<file path="config.mk">
export PLATFORM = sky130hd
export DESIGN_NAME = pt_xlate
export DESIGN_NICKNAME = d
export VERILOG_FILES = /design/src/rtl/pt_pkg.sv /design/src/rtl/pt_table.sv /design/src/rtl/pt_check.sv /design/src/rtl/pt_xlate.sv
export SDC_FILE = /design/constraint.sdc
export NUM_CORES = 1
export LEC_CHECK = 0
export ABC_CLOCK_PERIOD_IN_PS = 3200
export BUFFER_PORTS_ARGS = -buffer_cell sky130_fd_sc_hd__buf_2
export CORE_MARGIN = 5
export CORE_UTILIZATION = 56
export DETAILED_ROUTE_END_ITERATION = 7
export PLACE_DENSITY = 0.82
export SLEW_MARGIN = 15
export SYNTH_ARGS = -nofsm -noshare
export SYNTH_HDL_FRONTEND = slang
export SYNTH_SLANG_ARGS = --single-unit
</file>
<file path="constraint.sdc">
create_clock -name clk -period 3.2 [get_ports clk]
set_input_delay 0.32 -clock clk [delete_from_list [all_inputs] [get_ports clk]]
set_output_delay 0.32 -clock clk [all_outputs]
set_load 0.01 [all_outputs]
</file>
<file path="src/rtl/pt_pkg.sv">
package pt_pkg;

   typedef enum logic [1:0] {
      FLT_NONE    = 2'd0,
      FLT_LEN     = 2'd1,
      FLT_INVALID = 2'd2,
      FLT_PROT    = 2'd3
   } fault_e;

   typedef enum logic [1:0] {
      ACC_READ  = 2'd0,
      ACC_WRITE = 2'd1,
      ACC_EXEC  = 2'd2,
      ACC_RSVD  = 2'd3
   } acc_e;

   localparam int PERM_W = 3;

endpackage

</file>
<file path="src/rtl/pt_table.sv">
module pt_table #(
   parameter int PN_W    = 3,
   parameter int FRAME_W = 6
) (
   input  logic                       clk,
   input  logic                       rst_n,
   input  logic                       wr_priv,
   input  logic                       ent_we,
   input  logic [PN_W-1:0]            ent_idx,
   input  logic [FRAME_W-1:0]         ent_frame,
   input  logic                       ent_valid,
   input  logic [pt_pkg::PERM_W-1:0]  ent_perm,
   input  logic                       len_we,
   input  logic [PN_W:0]              len_val,
   input  logic [PN_W-1:0]            rd_idx,
   output logic [FRAME_W-1:0]         rd_frame,
   output logic                       rd_valid,
   output logic [pt_pkg::PERM_W-1:0]  rd_perm,
   output logic [PN_W:0]              len_o
);
   localparam int ENTRIES = 1 << PN_W;

   logic [FRAME_W-1:0]        frame_q [ENTRIES];
   logic                      valid_q [ENTRIES];
   logic [pt_pkg::PERM_W-1:0] perm_q  [ENTRIES];
   logic [PN_W:0]             len_q;

   generate
      for (genvar g = 0; g < ENTRIES; g++) begin : g_ent
         always_ff @(posedge clk or negedge rst_n) begin
            if (!rst_n) begin
               frame_q[g] <= '0;
               valid_q[g] <= 1'b0;
               perm_q[g]  <= '0;
            end else if (ent_we && wr_priv && (ent_idx == PN_W'(g))) begin
               frame_q[g] <= ent_frame;
               valid_q[g] <= ent_valid;
               perm_q[g]  <= ent_perm;
            end
         end
      end
   endgenerate

   always_ff @(posedge clk or negedge rst_n) begin
      if (!rst_n)                len_q <= '0;
      else if (len_we && wr_priv) len_q <= len_val;
   end

   assign rd_frame = frame_q[rd_idx];
   assign rd_valid = valid_q[rd_idx];
   assign rd_perm  = perm_q[rd_idx];
   assign len_o    = len_q;

   // an unprivileged length write leaves the length untouched
   assert_unpriv_len_ignored_R8: assert property (@(posedge clk) disable iff (!rst_n)
      (len_we && !wr_priv) |=> $stable(len_q));

   // an unprivileged entry write leaves the addressed valid flag untouched
   assert_unpriv_ent_ignored_R8: assert property (@(posedge clk) disable iff (!rst_n)
      (ent_we && !wr_priv && !len_we && rd_idx == ent_idx) |=> $stable(rd_valid));

endmodule

</file>
<file path="src/rtl/pt_check.sv">
module pt_check #(
   parameter int PN_W = 3
) (
   input  logic [PN_W-1:0]            page,
   input  logic [PN_W:0]              len,
   input  logic                       ent_valid,
   input  logic [pt_pkg::PERM_W-1:0]  ent_perm,
   input  logic [1:0]                 kind,
   output pt_pkg::fault_e             fault
);
   import pt_pkg::*;

   logic in_range;
   logic allowed;

   assign in_range = ({1'b0, page} < len);

   always_comb begin
      case (acc_e'(kind))
         ACC_READ:  allowed = ent_perm[0];
         ACC_WRITE: allowed = ent_perm[1];
         ACC_EXEC:  allowed = ent_perm[2];
         default:   allowed = 1'b0;
      endcase
   end

   always_comb begin
      if (!in_range)       fault = FLT_LEN;
      else if (!ent_valid) fault = FLT_INVALID;
      else if (!allowed)   fault = FLT_PROT;
      else                 fault = FLT_NONE;
   end

endmodule

</file>
<file path="src/rtl/pt_xlate.sv">
module pt_xlate #(
   parameter int VADDR_W   = 16,
   parameter int PAGE_BITS = 13,
   parameter int FRAME_W   = 6,
   parameter bit OUT_REG   = 1'b1
) (
   input  logic                           clk,
   input  logic                           rst_n,
   input  logic                           req_valid,
   input  logic [VADDR_W-1:0]             req_vaddr,
   input  logic [1:0]                     req_kind,
   input  logic                           cfg_priv,
   input  logic                           ent_we,
   input  logic [VADDR_W-PAGE_BITS-1:0]   ent_idx,
   input  logic [FRAME_W-1:0]             ent_frame,
   input  logic                           ent_valid,
   input  logic [2:0]                     ent_perm,
   input  logic                           len_we,
   input  logic [VADDR_W-PAGE_BITS:0]     len_val,
   output logic                           rsp_valid,
   output logic [FRAME_W+PAGE_BITS-1:0]   rsp_paddr,
   output logic [1:0]                     rsp_fault
);
   import pt_pkg::*;

   localparam int PN_W    = VADDR_W - PAGE_BITS;
   localparam int PADDR_W = FRAME_W + PAGE_BITS;

   generate
      if (PAGE_BITS < 1 || PAGE_BITS >= VADDR_W) begin : g_bad_split
         $error("pt_xlate: PAGE_BITS must lie between 1 and VADDR_W-1");
      end
      if (PN_W > 8) begin : g_bad_depth
         $error("pt_xlate: page table too deep to hold in registers");
      end
      if (FRAME_W < 1) begin : g_bad_frame
         $error("pt_xlate: FRAME_W must be positive");
      end
   endgenerate

   logic [PN_W-1:0]      page;
   logic [PAGE_BITS-1:0] offset;
   logic [FRAME_W-1:0]   frame;
   logic                 e_valid;
   logic [PERM_W-1:0]    e_perm;
   logic [PN_W:0]        len_cur;
   fault_e               fault_c;
   logic [PADDR_W-1:0]   paddr_c;

   assign page   = req_vaddr[VADDR_W-1:PAGE_BITS];
   assign offset = req_vaddr[PAGE_BITS-1:0];

   pt_table #(.PN_W(PN_W), .FRAME_W(FRAME_W)) u_table (
      .clk       (clk),
      .rst_n     (rst_n),
      .wr_priv   (cfg_priv),
      .ent_we    (ent_we),
      .ent_idx   (ent_idx),
      .ent_frame (ent_frame),
      .ent_valid (ent_valid),
      .ent_perm  (ent_perm),
      .len_we    (len_we),
      .len_val   (len_val),
      .rd_idx    (page),
      .rd_frame  (frame),
      .rd_valid  (e_valid),
      .rd_perm   (e_perm),
      .len_o     (len_cur)
   );

   pt_check #(.PN_W(PN_W)) u_check (
      .page      (page),
      .len       (len_cur),
      .ent_valid (e_valid),
      .ent_perm  (e_perm),
      .kind      (req_kind),
      .fault     (fault_c)
   );

   assign paddr_c = (fault_c == FLT_NONE) ? {frame, offset} : '0;

   generate
      if (OUT_REG) begin : g_reg
         logic               v_q;
         logic [PADDR_W-1:0] pa_q;
         logic [1:0]         f_q;

         always_ff @(posedge clk or negedge rst_n) begin
            if (!rst_n) begin
               v_q  <= 1'b0;
               pa_q <= '0;
               f_q  <= FLT_NONE;
            end else begin
               v_q  <= req_valid;
               pa_q <= req_valid ? paddr_c : '0;
               f_q  <= req_valid ? fault_c : FLT_NONE;
            end
         end

         assign rsp_valid = v_q;
         assign rsp_paddr = pa_q;
         assign rsp_fault = f_q;

         // one-cycle response latency
         assert_rsp_follows_req_R2: assert property (@(posedge clk) disable iff (!rst_n)
            req_valid |=> rsp_valid);
         assert_no_rsp_without_req_R2: assert property (@(posedge clk) disable iff (!rst_n)
            !req_valid |=> !rsp_valid);
         // offset is carried through untouched on success
         assert_offset_pass_R1: assert property (@(posedge clk) disable iff (!rst_n)
            req_valid |=> (rsp_fault != FLT_NONE ||
                           rsp_paddr[PAGE_BITS-1:0] == $past(offset)));
         // out-of-range page reports the length cause
         assert_len_fault_R3: assert property (@(posedge clk) disable iff (!rst_n)
            (req_valid && ({1'b0, page} >= len_cur)) |=> (rsp_fault == FLT_LEN));
         // in-range invalid entry reports the invalid cause
         assert_invalid_fault_R4: assert property (@(posedge clk) disable iff (!rst_n)
            (req_valid && ({1'b0, page} < len_cur) && !e_valid) |=> (rsp_fault == FLT_INVALID));
         // faulting responses carry a zero address
         assert_zero_addr_on_fault_R7: assert property (@(posedge clk) disable iff (!rst_n)
            (rsp_valid && rsp_fault != FLT_NONE) |-> (rsp_paddr == '0));
      end else begin : g_comb
         assign rsp_valid = req_valid;
         assign rsp_paddr = req_valid ? paddr_c : '0;
         assign rsp_fault = req_valid ? fault_c : FLT_NONE;
      end
   endgenerate

endmodule

</file>
==> results.txt <==
The number of antenna violations at the first check in global routing is 0. The mean instance size in the synthesized netlist is 14.7 um^2. The width of the chip came out at 101 um. The final critical path time including I/O delays and setup is 1890 ps. The antenna diode count came out at 0. The total core area came out at 8090 um^2.

The top cell types in the final layout, fill and taps aside, are 106 x sky130_fd_sc_hd__dfrtp_1, 84 x sky130_fd_sc_hd__mux2_2, 61 x sky130_fd_sc_hd__buf_2. Synthesis produced a netlist with a net count of 356. The slew at the pin with the worst max-slew slack came out at 687 ps. The detailed-placement wirelength estimate came out at 6330 um.

The die area came out at 10100 um^2. The via count of the first global-routing pass came out at 3008. The number of buffers added on ports came out at 62. The share of cells above drive strength 1 came out at 47.7%.

STA classifies the critical path startpoint as a register. Synthesis handed over a netlist of 313 instances. The maximum level of the CTS H-tree came out at 3. The synthesis-stage register bit count is 106.

The pre-antenna-repair detailed-routing pass consisted of 4 iterations. The insertion delay to the later sink of the worst-skew pair is 360 ps. The floorplan die height came out at 101 um. Measured against its own limit, the worst slew margin works out to 54.2%. The sink count of the clock tree came out at 106.

Fill cells in the final layout number 613. The share of synthesized area occupied by flip-flops and latches is 57.7%. The site row count came out at 33. The routed length per instance is 18.6 um. For the worst setup path, the data required time is 3420 ps. TritonCTS built the clock tree. During synthesis, Yosys emitted a total of 0 warnings. The share of flip-flops with an asynchronous set or reset is 100%. The root cell of the clock tree is sky130_fd_sc_hd__clkbuf_8.

The global placement routability congestion is 0.800. The biggest area contributor in the post-synthesis netlist is sky130_fd_sc_hd__dfrtp_1. The most used flip-flop cell after synthesis is sky130_fd_sc_hd__dfrtp_1. The final layout contains 428 nets.

Setup repair after global routing left no endpoint under its margin. The number of pins exceeding their max-slew limit in the final report was 0. The worst hold path belongs to the class in2reg. STA classifies the critical path endpoint as a register.

Across the VDD grid, the largest voltage drop is 0.000258 V. The number of synthesized flops with an enable pin came out at 0. The area added between synthesis and finish came out at 14.5%. For this run, design rule violations remaining after detail routing come to 0.

The total routed wirelength is 9220 um. The final count of hold timing violations came out at 0. The initial detailed-routing violation count came out at 128.

In the finished design, the share of the clock period the worst path needs comes to 59.2%. The total global-route track usage came out at 19.8%. The detailed router placed 2785 vias in this run. The clock transition at the register clock pins on the worst setup and hold paths after CTS is 100 ps. Once the clock tree was built, the setup fixing pass inserted 0 buffers.

The max-capacitance violation count is 0. The netlist uses 32 different library cells. The deepest clock path buffer count came out at 2. The flow ran to the end, and the final reports show no timing, DRC or antenna violations.

The area share of the largest cell type after synthesis came out at 57.7%. The wire length of the first global-routing pass came out at 15400 um. In this run the worst path has a maximum fanout of 20. Global routing finished with a remaining overflow of 0. The setup path with the least slack is of type reg2reg. The fmax came out at 528 MHz.

The residual antenna-violating net count after detailed routing came out at 0. The worst slack after detailed placement is 931 ps. The final setup slack of the worst path came out at 1310 ps. The arrival time at the worst endpoint is 2120 ps. The number of cells on the worst reg-to-reg path came out at 6. The synthesized netlist occupies a cell area of 4600 um^2. The static power due to leakage came out at 0.00251 uW. The leading cell type in the layout, fill and taps excluded is sky130_fd_sc_hd__dfrtp_1. Setup violations remaining at the end of the flow were counted as 0.

On the final layout, the worst clock skew is 8.38 ps. Entering global routing, the biggest net connects 67 pins. Along the worst hold path, the cell count comes to 1.

The initial core utilization is 56.8%. The setup TNS is 0 ps. During I/O placement, the number of pins put on the boundary was 63. By area the synthesized netlist is led by sky130_fd_sc_hd__dfrtp_1 58%, sky130_fd_sc_hd__mux2_2 21%, sky130_fd_sc_hd__mux4_2 6.9%, sky130_fd_sc_hd__mux2i_1 3.9%, sky130_fd_sc_hd__nor3_1 2.2%. Counting the buffers created by CTS gives 9. The average via count per standard cell is 5.63. The power density over cell area is 592 nW/um^2.
[state kept, by name (all words and copies together), names as in the netlist]
register         count
rsp_fault            2
rsp_paddr           19
u_table.frame_q     48
u_table.valid_q      8
rsp_valid            1
u_table.len_o        4
u_table.perm_q      24
[per-layer routing]
layer | global-route usage [%] | vias up | routed length (um)
met5 | 0 | - | 0
met4 | 6.63 | 0 | 99
met3 | 3.39 | 8 | 619
met2 | 30.7 | 79 | 4300
met1 | 28.7 | 1416 | 4200
li1 | - | 1282 | -
[power by group]
part / switching [uW] / leakage [uW] / internal (uW)
registers: 127 / 0.00133 / 1590
logic: 232 / 0.00108 / 341
clock network: 439 / 0.0000966 / 384
total: 798 / 0.00251 / 2320
[timing repair]
action / in CTS / in global routing
hold buffers: 1 / 0
endpoints found under the hold margin: 40 / 0
resized for setup: 0 / 0
endpoints found under the setup margin: 0 / 0
[cell usage after synthesis (2+ instances only)]
master and instances:
sky130_fd_sc_hd__a22oi_1 3, sky130_fd_sc_hd__and3_1 2, sky130_fd_sc_hd__buf_2 4, sky130_fd_sc_hd__buf_6 2
sky130_fd_sc_hd__clkbuf_1 4, sky130_fd_sc_hd__dfrtp_1 106, sky130_fd_sc_hd__ha_1 2, sky130_fd_sc_hd__inv_1 16
sky130_fd_sc_hd__mux2_2 84, sky130_fd_sc_hd__mux2i_1 18, sky130_fd_sc_hd__mux4_2 14, sky130_fd_sc_hd__nand2_1 5
sky130_fd_sc_hd__nand2b_1 4, sky130_fd_sc_hd__nand3_1 3, sky130_fd_sc_hd__nor2_1 8, sky130_fd_sc_hd__nor2b_1 2
sky130_fd_sc_hd__nor3_1 20, sky130_fd_sc_hd__or3_1 2
[final timing paths]
| kind | start | end | slack, ps |
|---|---|---|---|
| max | u_table.perm_q[1] | rsp_paddr[16] | 1310 |
| min | req_valid | rsp_valid | 140 |
| max reg2reg | u_table.perm_q[1] | rsp_paddr[16] | 1310 |
| min reg2reg | u_table.frame_q[36] | u_table.frame_q[36] | 510 |
| max in group asynchronous | rst_n | u_table.perm_q[5] | 2020 |
| min in group asynchronous | rst_n | rsp_paddr[10] | 460 |
[layout make-up]
cell class | instances | area [um^2] | share of cell area (%)
Sequential cell | 106 | 2650 | 50.4
Multi-Input combinational cell | 180 | 1820 | 34.6
Timing Repair Buffer | 72 | 403 | 7.65
Clock buffer | 12 | 145 | 2.76
Tap cell | 105 | 131 | 2.50
Inverter | 16 | 60.1 | 1.14
Clock inverter | 4 | 51.3 | 0.974
[through the flow]
stage / hold slack, ps / instance area, um^2 / power, uW / instances / util, %
3_5_place_dp: 326 / 5060 / 2320 / 478 / 62.5
5_1_grt: 115 / 5270 / 3270 / 495 / 65.1
6_report: 136 / 5270 / 3120 / 495 / 65.1
2_1_floorplan: 24.4 / 4600 / 2130 / 313 / -
3_3_place_gp: 326 / 5060 / 2280 / 478 / 62.5
4_1_cts: 123 / 5270 / 3130 / 495 / 65.1
[kinds of logic after synthesis]
kind of cell	after synthesis	share of synthesized area (%)
simple gates	49	5.41
flops	106	57.7
fa+ha+maj	2	0.544
compound gates	13	2.31
mux	116	31.3
buf+inv	27	2.72
[critical path, cell delays in order (launching register included)]
cell and delay (ps):
sky130_fd_sc_hd__dfrtp_1 390, sky130_fd_sc_hd__mux4_2 450, sky130_fd_sc_hd__nand2b_1 170, sky130_fd_sc_hd__o211a_1 180
sky130_fd_sc_hd__a211oi_2 220, sky130_fd_sc_hd__buf_4 260, sky130_fd_sc_hd__nor3_1 90
(Power assumes the default switching activity.)
